File: src/rtl/pec_pkg.sv
package pec_pkg;
  typedef enum logic [2:0] {
    SRC_STOP   = 3'd0,
    SRC_CLK    = 3'd1,
    SRC_DIV_A  = 3'd2,
    SRC_DIV_B  = 3'd3,
    SRC_DIV_C  = 3'd4,
    SRC_DIV_D  = 3'd5,
    SRC_PIN_FALL = 3'd6,
    SRC_PIN_RISE = 3'd7
  } pec_src_e;

  localparam logic [1:0] ADR_SRC  = 2'd0;
  localparam logic [1:0] ADR_CNT  = 2'd1;
  localparam logic [1:0] ADR_FLAG = 2'd2;
  localparam logic [1:0] ADR_IE   = 2'd3;
  localparam int NUM_TAPS = 4;
endpackage

File: src/rtl/pec_prescaler.sv
module pec_prescaler #(
  parameter int SH_D1 = 3,
  parameter int SH_D2 = 6,
  parameter int SH_D3 = 8,
  parameter int SH_D4 = 10
) (
  input  logic                         clk,
  input  logic                         rst_n,
  input  logic                         run,
  output logic [pec_pkg::NUM_TAPS-1:0] tap_o
);
  localparam int PRE_W = SH_D4;
  localparam int SHV [pec_pkg::NUM_TAPS] = '{SH_D1, SH_D2, SH_D3, SH_D4};

  logic [PRE_W-1:0] pre_q;

  // free-running divider, parked at zero while the counter is stopped
  always_ff @(posedge clk or negedge rst_n) begin
    if (!rst_n)    pre_q <= '0;
    else if (!run) pre_q <= '0;
    else           pre_q <= pre_q + 1'b1;
  end

  for (genvar g = 0; g < pec_pkg::NUM_TAPS; g++) begin : g_tap
    assign tap_o[g] = run && (&pre_q[SHV[g]-1:0]);
  end

  // the first cycle after leaving stop never carries a divided tick
  a_r2_no_early_tap: assert property (@(posedge clk) disable iff (!rst_n)
    $rose(run) |-> (tap_o == '0));
endmodule

File: src/rtl/pec_edge_sync.sv
module pec_edge_sync (
  input  logic clk,
  input  logic rst_n,
  input  logic pin,
  output logic rise_o,
  output logic fall_o
);
  logic s1_q, s2_q, s3_q;

  always_ff @(posedge clk or negedge rst_n) begin
    if (!rst_n) begin
      s1_q <= 1'b0;
      s2_q <= 1'b0;
      s3_q <= 1'b0;
    end else begin
      s1_q <= pin;
      s2_q <= s1_q;
      s3_q <= s2_q;
    end
  end

  assign rise_o = s2_q & ~s3_q;
  assign fall_o = ~s2_q & s3_q;

  // one count pulse per edge, never two in a row
  a_r3_single_rise: assert property (@(posedge clk) disable iff (!rst_n)
    rise_o |=> !rise_o);
  a_r3_single_fall: assert property (@(posedge clk) disable iff (!rst_n)
    fall_o |=> !fall_o);
endmodule

File: src/rtl/prescaled_event_counter.sv
module prescaled_event_counter #(
  parameter int CNT_W = 8,
  parameter int SH_D1 = 3,
  parameter int SH_D2 = 6,
  parameter int SH_D3 = 8,
  parameter int SH_D4 = 10
) (
  input  logic             clk,
  input  logic             rst_n,
  input  logic             wr_en,
  input  logic [1:0]       wr_addr,
  input  logic [CNT_W-1:0] wr_data,
  input  logic             ext_pin,
  input  logic             global_ie,
  input  logic             irq_ack,
  output logic [2:0]       sel_o,
  output logic [CNT_W-1:0] cnt_o,
  output logic             ovf_o,
  output logic             ovf_ie_o,
  output logic             irq_o
);
  import pec_pkg::*;

  pec_src_e               src_q;
  logic [CNT_W-1:0]       cnt_q;
  logic                   ovf_q, ie_q;
  logic [NUM_TAPS-1:0]    taps;
  logic                   pin_rise, pin_fall, tick;
  logic                   wr_src, wr_cnt, wr_flag, wr_ie, wrap, flag_clr;

  assign wr_src  = wr_en && (wr_addr == ADR_SRC);
  assign wr_cnt  = wr_en && (wr_addr == ADR_CNT);
  assign wr_flag = wr_en && (wr_addr == ADR_FLAG);
  assign wr_ie   = wr_en && (wr_addr == ADR_IE);

  pec_prescaler #(.SH_D1(SH_D1), .SH_D2(SH_D2), .SH_D3(SH_D3), .SH_D4(SH_D4)) u_pre (
    .clk(clk), .rst_n(rst_n), .run(src_q != SRC_STOP), .tap_o(taps));

  pec_edge_sync u_sync (
    .clk(clk), .rst_n(rst_n), .pin(ext_pin), .rise_o(pin_rise), .fall_o(pin_fall));

  always_comb begin
    unique case (src_q)
      SRC_STOP:     tick = 1'b0;
      SRC_CLK:      tick = 1'b1;
      SRC_DIV_A:    tick = taps[0];
      SRC_DIV_B:    tick = taps[1];
      SRC_DIV_C:    tick = taps[2];
      SRC_DIV_D:    tick = taps[3];
      SRC_PIN_FALL: tick = pin_fall;
      SRC_PIN_RISE: tick = pin_rise;
      default:      tick = 1'b0;
    endcase
  end

  assign wrap     = tick && (&cnt_q) && !wr_cnt;
  assign flag_clr = (wr_flag && wr_data[0]) || irq_ack;

  always_ff @(posedge clk or negedge rst_n) begin
    if (!rst_n) begin
      src_q <= SRC_STOP;
      cnt_q <= '0;
      ovf_q <= 1'b0;
      ie_q  <= 1'b0;
    end else begin
      if (wr_src) src_q <= pec_src_e'(wr_data[2:0]);
      if (wr_ie)  ie_q  <= wr_data[0];
      if (wr_cnt)    cnt_q <= wr_data;
      else if (tick) cnt_q <= cnt_q + 1'b1;
      if (wrap)          ovf_q <= 1'b1;
      else if (flag_clr) ovf_q <= 1'b0;
    end
  end

  assign sel_o    = src_q;
  assign cnt_o    = cnt_q;
  assign ovf_o    = ovf_q;
  assign ovf_ie_o = ie_q;
  assign irq_o    = ovf_q & ie_q & global_ie;

  // stopped counter does not move unless software writes it
  a_r4_stop_holds: assert property (@(posedge clk) disable iff (!rst_n)
    (src_q == SRC_STOP && !wr_cnt) |=> $stable(cnt_q));
  // written value beats any increment
  a_r8_write_wins: assert property (@(posedge clk) disable iff (!rst_n)
    wr_cnt |=> (cnt_q == $past(wr_data)));
  // rollover leaves the flag set and the counter at zero
  a_r5_wrap_sets_flag: assert property (@(posedge clk) disable iff (!rst_n)
    (tick && (&cnt_q) && !wr_cnt) |=> (ovf_q && cnt_q == '0));
  // acknowledge without a coinciding wrap clears the flag
  a_r7_ack_clears: assert property (@(posedge clk) disable iff (!rst_n)
    (irq_ack && !wrap) |=> !ovf_q);
endmodule

File: config.mk
export PLATFORM = sky130hd
export DESIGN_NAME = prescaled_event_counter
export DESIGN_NICKNAME = d
export VERILOG_FILES = /design/src/rtl/pec_pkg.sv /design/src/rtl/pec_prescaler.sv /design/src/rtl/pec_edge_sync.sv /design/src/rtl/prescaled_event_counter.sv
export SDC_FILE = /design/constraint.sdc
export NUM_CORES = 1
export LEC_CHECK = 0
export ABC_AREA = 1
export BUFFER_PORTS_ARGS = -buffer_cell sky130_fd_sc_hd__buf_2
export CORE_UTILIZATION = 25
export CTS_BUF_LIST = sky130_fd_sc_hd__clkbuf_8
export DETAILED_ROUTE_END_ITERATION = 6
export MAX_ROUTING_LAYER = met4
export PLACE_DENSITY = 0.51
export SYNTH_ARGS = -nofsm -noshare
export SYNTH_HDL_FRONTEND = slang
export SYNTH_HIERARCHICAL = 1
export SYNTH_SLANG_ARGS = --single-unit
File: constraint.sdc
create_clock -name clk -period 4.7 [get_ports clk]
set_input_delay 0.94 -clock clk [delete_from_list [all_inputs] [get_ports clk]]
set_output_delay 0.94 -clock clk [all_outputs]
set_load 0.03 [all_outputs]
==> results of run 1 <==
where the power goes:
| group | total, mW | switching, mW | internal (mW) |
|---|---|---|---|
| Sequential | 0.338 | 0.0652 | 0.272 |
| Clock | 0.147 | 0.0719 | 0.0749 |
| Combinational | 0.290 | 0.191 | 0.0992 |
cells in the final DEF (no fill, tap or decap):
master,instances
nand3_1,29
nand3_2,2
clkinv_1,2
o21bai_1,1
nand3_4,1
dfrtp_1,26
xor2_1,3
nand2_4,2
nand2_2,2
o21ai_1,3
ha_1,3
o21ai_2,1
clkbuf_8,4
a21oi_2,1
nand2_1,58
a21oi_1,3
and3_1,1
nand4_1,1
or2_0,1
or2_2,1
nor2_1,20
inv_2,1
nor3_2,1
buf_2,29
inv_1,25
o21ai_0,8
nand3b_1,1
nor2_2,2
cells in the mapped netlist, drive strengths merged:
master  count  area (um2)
a21oi       4        23.8
and3        1        6.26
buf         2        16.3
clkinv      2        7.51
dfrtp      26         651
ha          3        37.5
inv        26        97.6
nand2      62         253
nand3      32         183
nand3b      1        7.51
nand4       1        6.26
nor2       22        87.6
nor3        1        10.0
o21ai      12        63.8
o21bai      1        7.51
or2         2        12.5
xor2        3        26.3
sequential cells by signal (all words and copies together), names as in the netlist:
signal	cells
sel_o	3
cnt_o	8
u_pre/pre_q	10
u_sync/s1_q	1
ovf_o	1
u_sync/s3_q	1
u_sync/s2_q	1
ovf_ie_o	1
kinds of logic after synthesis:
| group | synth area share [%] |
|---|---|
| fa+ha+maj | 2.51 |
| flops | 43.5 |
| buf+inv | 8.11 |
| compound gates | 6.35 |
| xor+xnor | 1.76 |
| simple gates | 37.8 |
metal layers:
metal,vias to the layer above,GRT usage [%],share of wire (%)
met1,603,16.1,52
met3,2,2.30,3.4
li1,695,-,-
met5,-,-,0
met2,25,17.8,43
met4,0,3.82,1.0
area by class of cell:
type,count,area (um2),area share [%]
clock buffer,4,55.1,3.11
multi-input combinational,145,724,40.9
inverter,28,105,5.94
timing repair buffer,29,145,8.20
tap,72,90.1,5.09
sequential,26,651,36.7
worst max-delay path by stage:
stage,to,slack (ns),cells after the start
floorplan,irq_o,2.50,1
global placement,irq_o,2.40,3
detailed placement,irq_o,2.40,3
CTS,irq_o,2.40,3
global route,irq_o,2.37,3
finish,irq_o,2.40,3
through the flow:
step                      hold slack (ns)  instance area, um2  cells
after floorplan                     0.331                1500    201
after global placement              0.334                1720    300
after detailed placement            0.354                1720    300
after CTS                           0.381                1770    304
after global routing                0.383                1770    304
final                               0.369                1770    304
worst register-to-register path: cells and delay by family (launching register included):
kind	cells	cell delay, ns
AOI/OAI and AO/OA	1	0.12
buffers and inverters	1	0.06
DFF	1	0.47
and+or+nand+nor	8	1.17
==> impl_metrics.env, run 1 <==
export IMPL_clkLatencyLatePin_ns=0.27
export IMPL_diodes=0
export IMPL_num_vias=1325
export IMPL_cts_tree="yes"
export IMPL_dr_pass1_iters=4
export IMPL_gp_congestion=0.757
export IMPL_drtIter0Drc=70
export IMPL_period_share_pct=48.9
export IMPL_path_buf_inv=2
export IMPL_num_rows=27
export IMPL_setup_ws_ns=2.40
export IMPL_path_delay_family="buffers and inverters"
export IMPL_max_clock_path_buffers=2
export IMPL_tightest_slew_ns=0.608
export IMPL_fin_setup_tns_ns=0
export IMPL_r2r_cells=10
export IMPL_postCtsSetupRepairBufs=0
export IMPL_path_max_fanout=1
export IMPL_fin_nets=252
export IMPL_drv_slew=0
export IMPL_gr_usage_all_layers_pct=11.9
export IMPL_syn_area_per_cell_um2=7.44
export IMPL_antenna_found_initial=0
export IMPL_crit_top_cell="buf_2"
export IMPL_overflow=0
export IMPL_wire_per_inst_um=10.7
export IMPL_post_cts_resized=0
export IMPL_yosysSeqAreaShare_pct=43.5
export IMPL_total_power_mw=0.774
export IMPL_r2r_start="sel_o[1]"
export IMPL_grt_setup_unrepaired="false"
export IMPL_worst_endpoint_arrival_ns=1.36
export IMPL_fp_dieW_um=79.4
export IMPL_status="finished, final reports clean"
export IMPL_ir_worst_vdd_mv=0.167
export IMPL_r2r_end="cnt_o[4]"
export IMPL_vias_per_cell=4.36
export IMPL_io_pins=30
export IMPL_startpoint="global_ie"
export IMPL_path_clk_slew_ns=0.09
export IMPL_slowest_delay_ns=0.17
export IMPL_worstPathCellList="buf_2 > and3_1 > buf_2"
export IMPL_worst_setup_path_end_kind="output pin"
export IMPL_dp_hpwl_um=2390
export IMPL_hold_path_endpoint="u_sync/s2_q"
export IMPL_area_growth_pct=18.3
export IMPL_cpMaxStageDelayCell="buf_2"
export IMPL_holdBufCountCts=0
export IMPL_rrSetupSlack_ns=2.78
export IMPL_cap_violations=0
export IMPL_slew_headroom_pct=59.5
export IMPL_min_from="u_sync/s1_q"
export IMPL_cts_buffers=3
export IMPL_setup_violations=0
export IMPL_core_mm2=0.00564
export IMPL_start_util_pct=26.5
export IMPL_holdPathStages=0
export IMPL_synth_distinct_cells=28
export IMPL_grt_pass1_vias=1250
export IMPL_fin_util_pct=31.4
export IMPL_h_tree_depth=1
export IMPL_root_buffer="clkbuf_8"
export IMPL_syn_nets=220
export IMPL_synthCells=201
export IMPL_cts_sinks=26
export IMPL_critPathLaunchType="primary input"
export IMPL_synth_warnings=6
export IMPL_final_hold_violation_count=0
export IMPL_ant_nets=0
export IMPL_fmax_ghz=0.435
export IMPL_grt_pass1_wl_um=5690
export IMPL_die_area_mm2=0.00630
export IMPL_grt_max_degree=27
export IMPL_syn_area_mm2=0.00150
export IMPL_p_per_area_mw_per_mm2=437
export IMPL_ys_ff_latch=26
export IMPL_drive_gt1_share_pct=20.3
export IMPL_p_leak_nw=0.937
export IMPL_hold_path_class="flop to flop"
export IMPL_port_buffers=29
export IMPL_path_class="primary input to output pin"
export IMPL_pre_cts_ws_ns=2.40
export IMPL_drt_total_wl_um=3260
export IMPL_fillers=604
export IMPL_critPathRequiredTime_ns=3.76
export IMPL_drc=0
export IMPL_skew_ns=0.00299
export IMPL_layout_min_cycle_time_ns=2.30
export IMPL_die_h_um=79.4
Note: power is estimated with default switching activity, not from simulation.
==> inputs of run 2 (changes only) <==
--- a/config.mk
+++ b/config.mk
@@ -11,7 +11,7 @@
 export CTS_BUF_LIST = sky130_fd_sc_hd__clkbuf_8
 export DETAILED_ROUTE_END_ITERATION = 6
 export MAX_ROUTING_LAYER = met4
-export PLACE_DENSITY = 0.51
+export PLACE_DENSITY = 0.52
 export SYNTH_ARGS = -nofsm -noshare
 export SYNTH_HDL_FRONTEND = slang
 export SYNTH_HIERARCHICAL = 1
==> constraint.sdc (replaced) <==
create_clock -name clk -period 2 [get_ports clk]
set_input_delay 0.4 -clock clk [delete_from_list [all_inputs] [get_ports clk]]
set_output_delay 0.4 -clock clk [all_outputs]
set_load 0.03 [all_outputs]
==> run 2 against run 1 <==
Register-to-register slack worse by 2.5 ns. Core utilization up 0.27 points. Final area up 0.85%. Largest cell class unchanged. Highest routed layer unchanged.
==> impl_metrics.env, run 2 (synthesized netlist as in run 1, its figures left out) <==
export IMPL_status="finished, final reports clean"
export IMPL_layout_min_cycle_time_ns=1.73
export IMPL_post_cts_resized=0
export IMPL_fin_setup_tns_ns=0
export IMPL_slowest_delay_ns=0.46
export IMPL_startpoint="sel_o[1]"
export IMPL_dp_hpwl_um=2440
export IMPL_worst_endpoint_arrival_ns=1.90
export IMPL_die_area_mm2=0.00630
export IMPL_p_clk_share_pct=18.7
export IMPL_num_rows=27
export IMPL_fin_cells=306
export IMPL_fmax_ghz=0.579
export IMPL_path_delay_family="simple AND/OR/NAND/NOR gates"
export IMPL_hold_path_class="primary input to async pin"
export IMPL_path_clk_slew_ns=0.09
export IMPL_pre_cts_ws_ns=0.268
export IMPL_fp_dieW_um=79.4
export IMPL_fin_nets=254
export IMPL_largest_register_ff_count=10
export IMPL_cts_sinks=26
export IMPL_critPathLaunchType="flop"
export IMPL_period_share_pct=86.4
export IMPL_path_max_fanout=10
export IMPL_overflow=0
export IMPL_p_seq_share_pct=43.3
export IMPL_h_tree_depth=1
export IMPL_drc=0
export IMPL_postLayoutCellArea_mm2=0.00179
export IMPL_crit_top_cell="nand2_1"
export IMPL_gr_usage_all_layers_pct=11.8
export IMPL_gp_congestion=0.777
export IMPL_port_buffers=29
export IMPL_max_clock_path_buffers=2
export IMPL_cellInternalPower_mw=1.06
export IMPL_skew_ns=0.00554
export IMPL_area_growth_pct=19.3
export IMPL_r2r_end="cnt_o[5]"
export IMPL_root_buffer="clkbuf_8"
export IMPL_grt_pass1_vias=1278
export IMPL_slew_headroom_pct=60.8
export IMPL_grt_max_degree=27
export IMPL_grt_pass1_wl_um=5730
export IMPL_cts_tree="yes"
export IMPL_largest_register="u_pre/pre_q"
export IMPL_ir_worst_vdd_mv=0.422
export IMPL_p_per_area_mw_per_mm2=1030
export IMPL_drv_slew=0
export IMPL_tightest_slew_ns=0.588
export IMPL_critPathRequiredTime_ns=2.17
export IMPL_worst_setup_path_end_kind="flop"
export IMPL_swShare_pct=42.2
export IMPL_cts_buffers=3
export IMPL_place_inst=302
export IMPL_total_power_mw=1.83
export IMPL_antenna_found_initial=0
export IMPL_switchingPower_mw=0.772
export IMPL_diodes=0
export IMPL_cp_depth=11
export IMPL_drt_total_wl_um=3230
export IMPL_drtIter0Drc=90
export IMPL_placed_cell_area_mm2=0.00173
export IMPL_postCtsSetupRepairBufs=0
export IMPL_core_mm2=0.00564
export IMPL_final_hold_violation_count=0
export IMPL_worstPathCellList="nor2_1 > nand2_1 > buf_4 > nand2_1 > inv_1 > nand3_1 > nand3_1 > nand2_4 > nand2_4 > nand2_1 > nand2_1"
export IMPL_path_buf_inv=2
export IMPL_r2r_cells=11
export IMPL_wire_per_inst_um=10.6
export IMPL_final_common_cell="nand2_1"
export IMPL_holdBufCountCts=0
export IMPL_drive_gt1_share_pct=20.9
export IMPL_grt_setup_unrepaired="false"
export IMPL_layout_common_cells="nand2_1, nand3_1, buf_2, dfrtp_1, inv_1"
export IMPL_num_vias=1330
export IMPL_r2r_start="sel_o[1]"
export IMPL_path_class="flop to flop"
export IMPL_p_leak_nw=0.947
export IMPL_combPwrFrac_pct=38.0
export IMPL_ant_nets=0
export IMPL_dr_pass1_iters=4
export IMPL_cpMaxStageDelayCell="dfrtp_1"
export IMPL_rrSetupSlack_ns=0.27
export IMPL_vias_per_cell=4.35
export IMPL_clkLatencyLatePin_ns=0.27
export IMPL_start_util_pct=26.5
export IMPL_setup_violations=0
export IMPL_cap_violations=0
export IMPL_io_pins=30
export IMPL_die_h_um=79.4
export IMPL_setup_ws_ns=0.272
-- run 2: metal layers --
metal,track usage [%],vias up,wire [um]
li1,-,703,-
met1,15.8,601,1670
met2,18.0,24,1440
met3,1.61,2,99
met4,4.36,0,23
met5,-,-,0
-- run 2: power by group through the flow --
stage	clock network (mW)	registers (mW)	logic, mW
floorplan	0	0.932	0.356
global placement	0	0.805	0.703
detailed placement	0	0.806	0.701
CTS	0.356	0.796	0.704
global route	0.372	0.813	0.799
finish	0.343	0.793	0.695
-- run 2: worst max path at each step --
stage,to,slack (ns)
after floorplan,cnt_o[0],0.27
after global placement,cnt_o[1],0.33
after detailed placement,cnt_o[0],0.27
after CTS,cnt_o[1],0.25
after global routing,cnt_o[2],0.06
final,cnt_o[5],0.27
-- run 2: area by class of cell --
type | count | area (um2)
clock buffers | 4 | 55.1
fillers | 609 | 3860
inverters | 28 | 105
multi-input cells | 145 | 724
flip-flops and latches | 26 | 651
well taps | 72 | 90.1
repair buffers | 31 | 160
-- run 2: metrics by stage --
| step | util (%) | hold WS, ns |
|---|---|---|
| after floorplan | - | 0.104 |
| after global placement | 30.7 | 0.334 |
| after detailed placement | 30.7 | 0.336 |
| after CTS | 31.6 | 0.145 |
| after global routing | 31.6 | 0.171 |
| final | 31.6 | 0.121 |
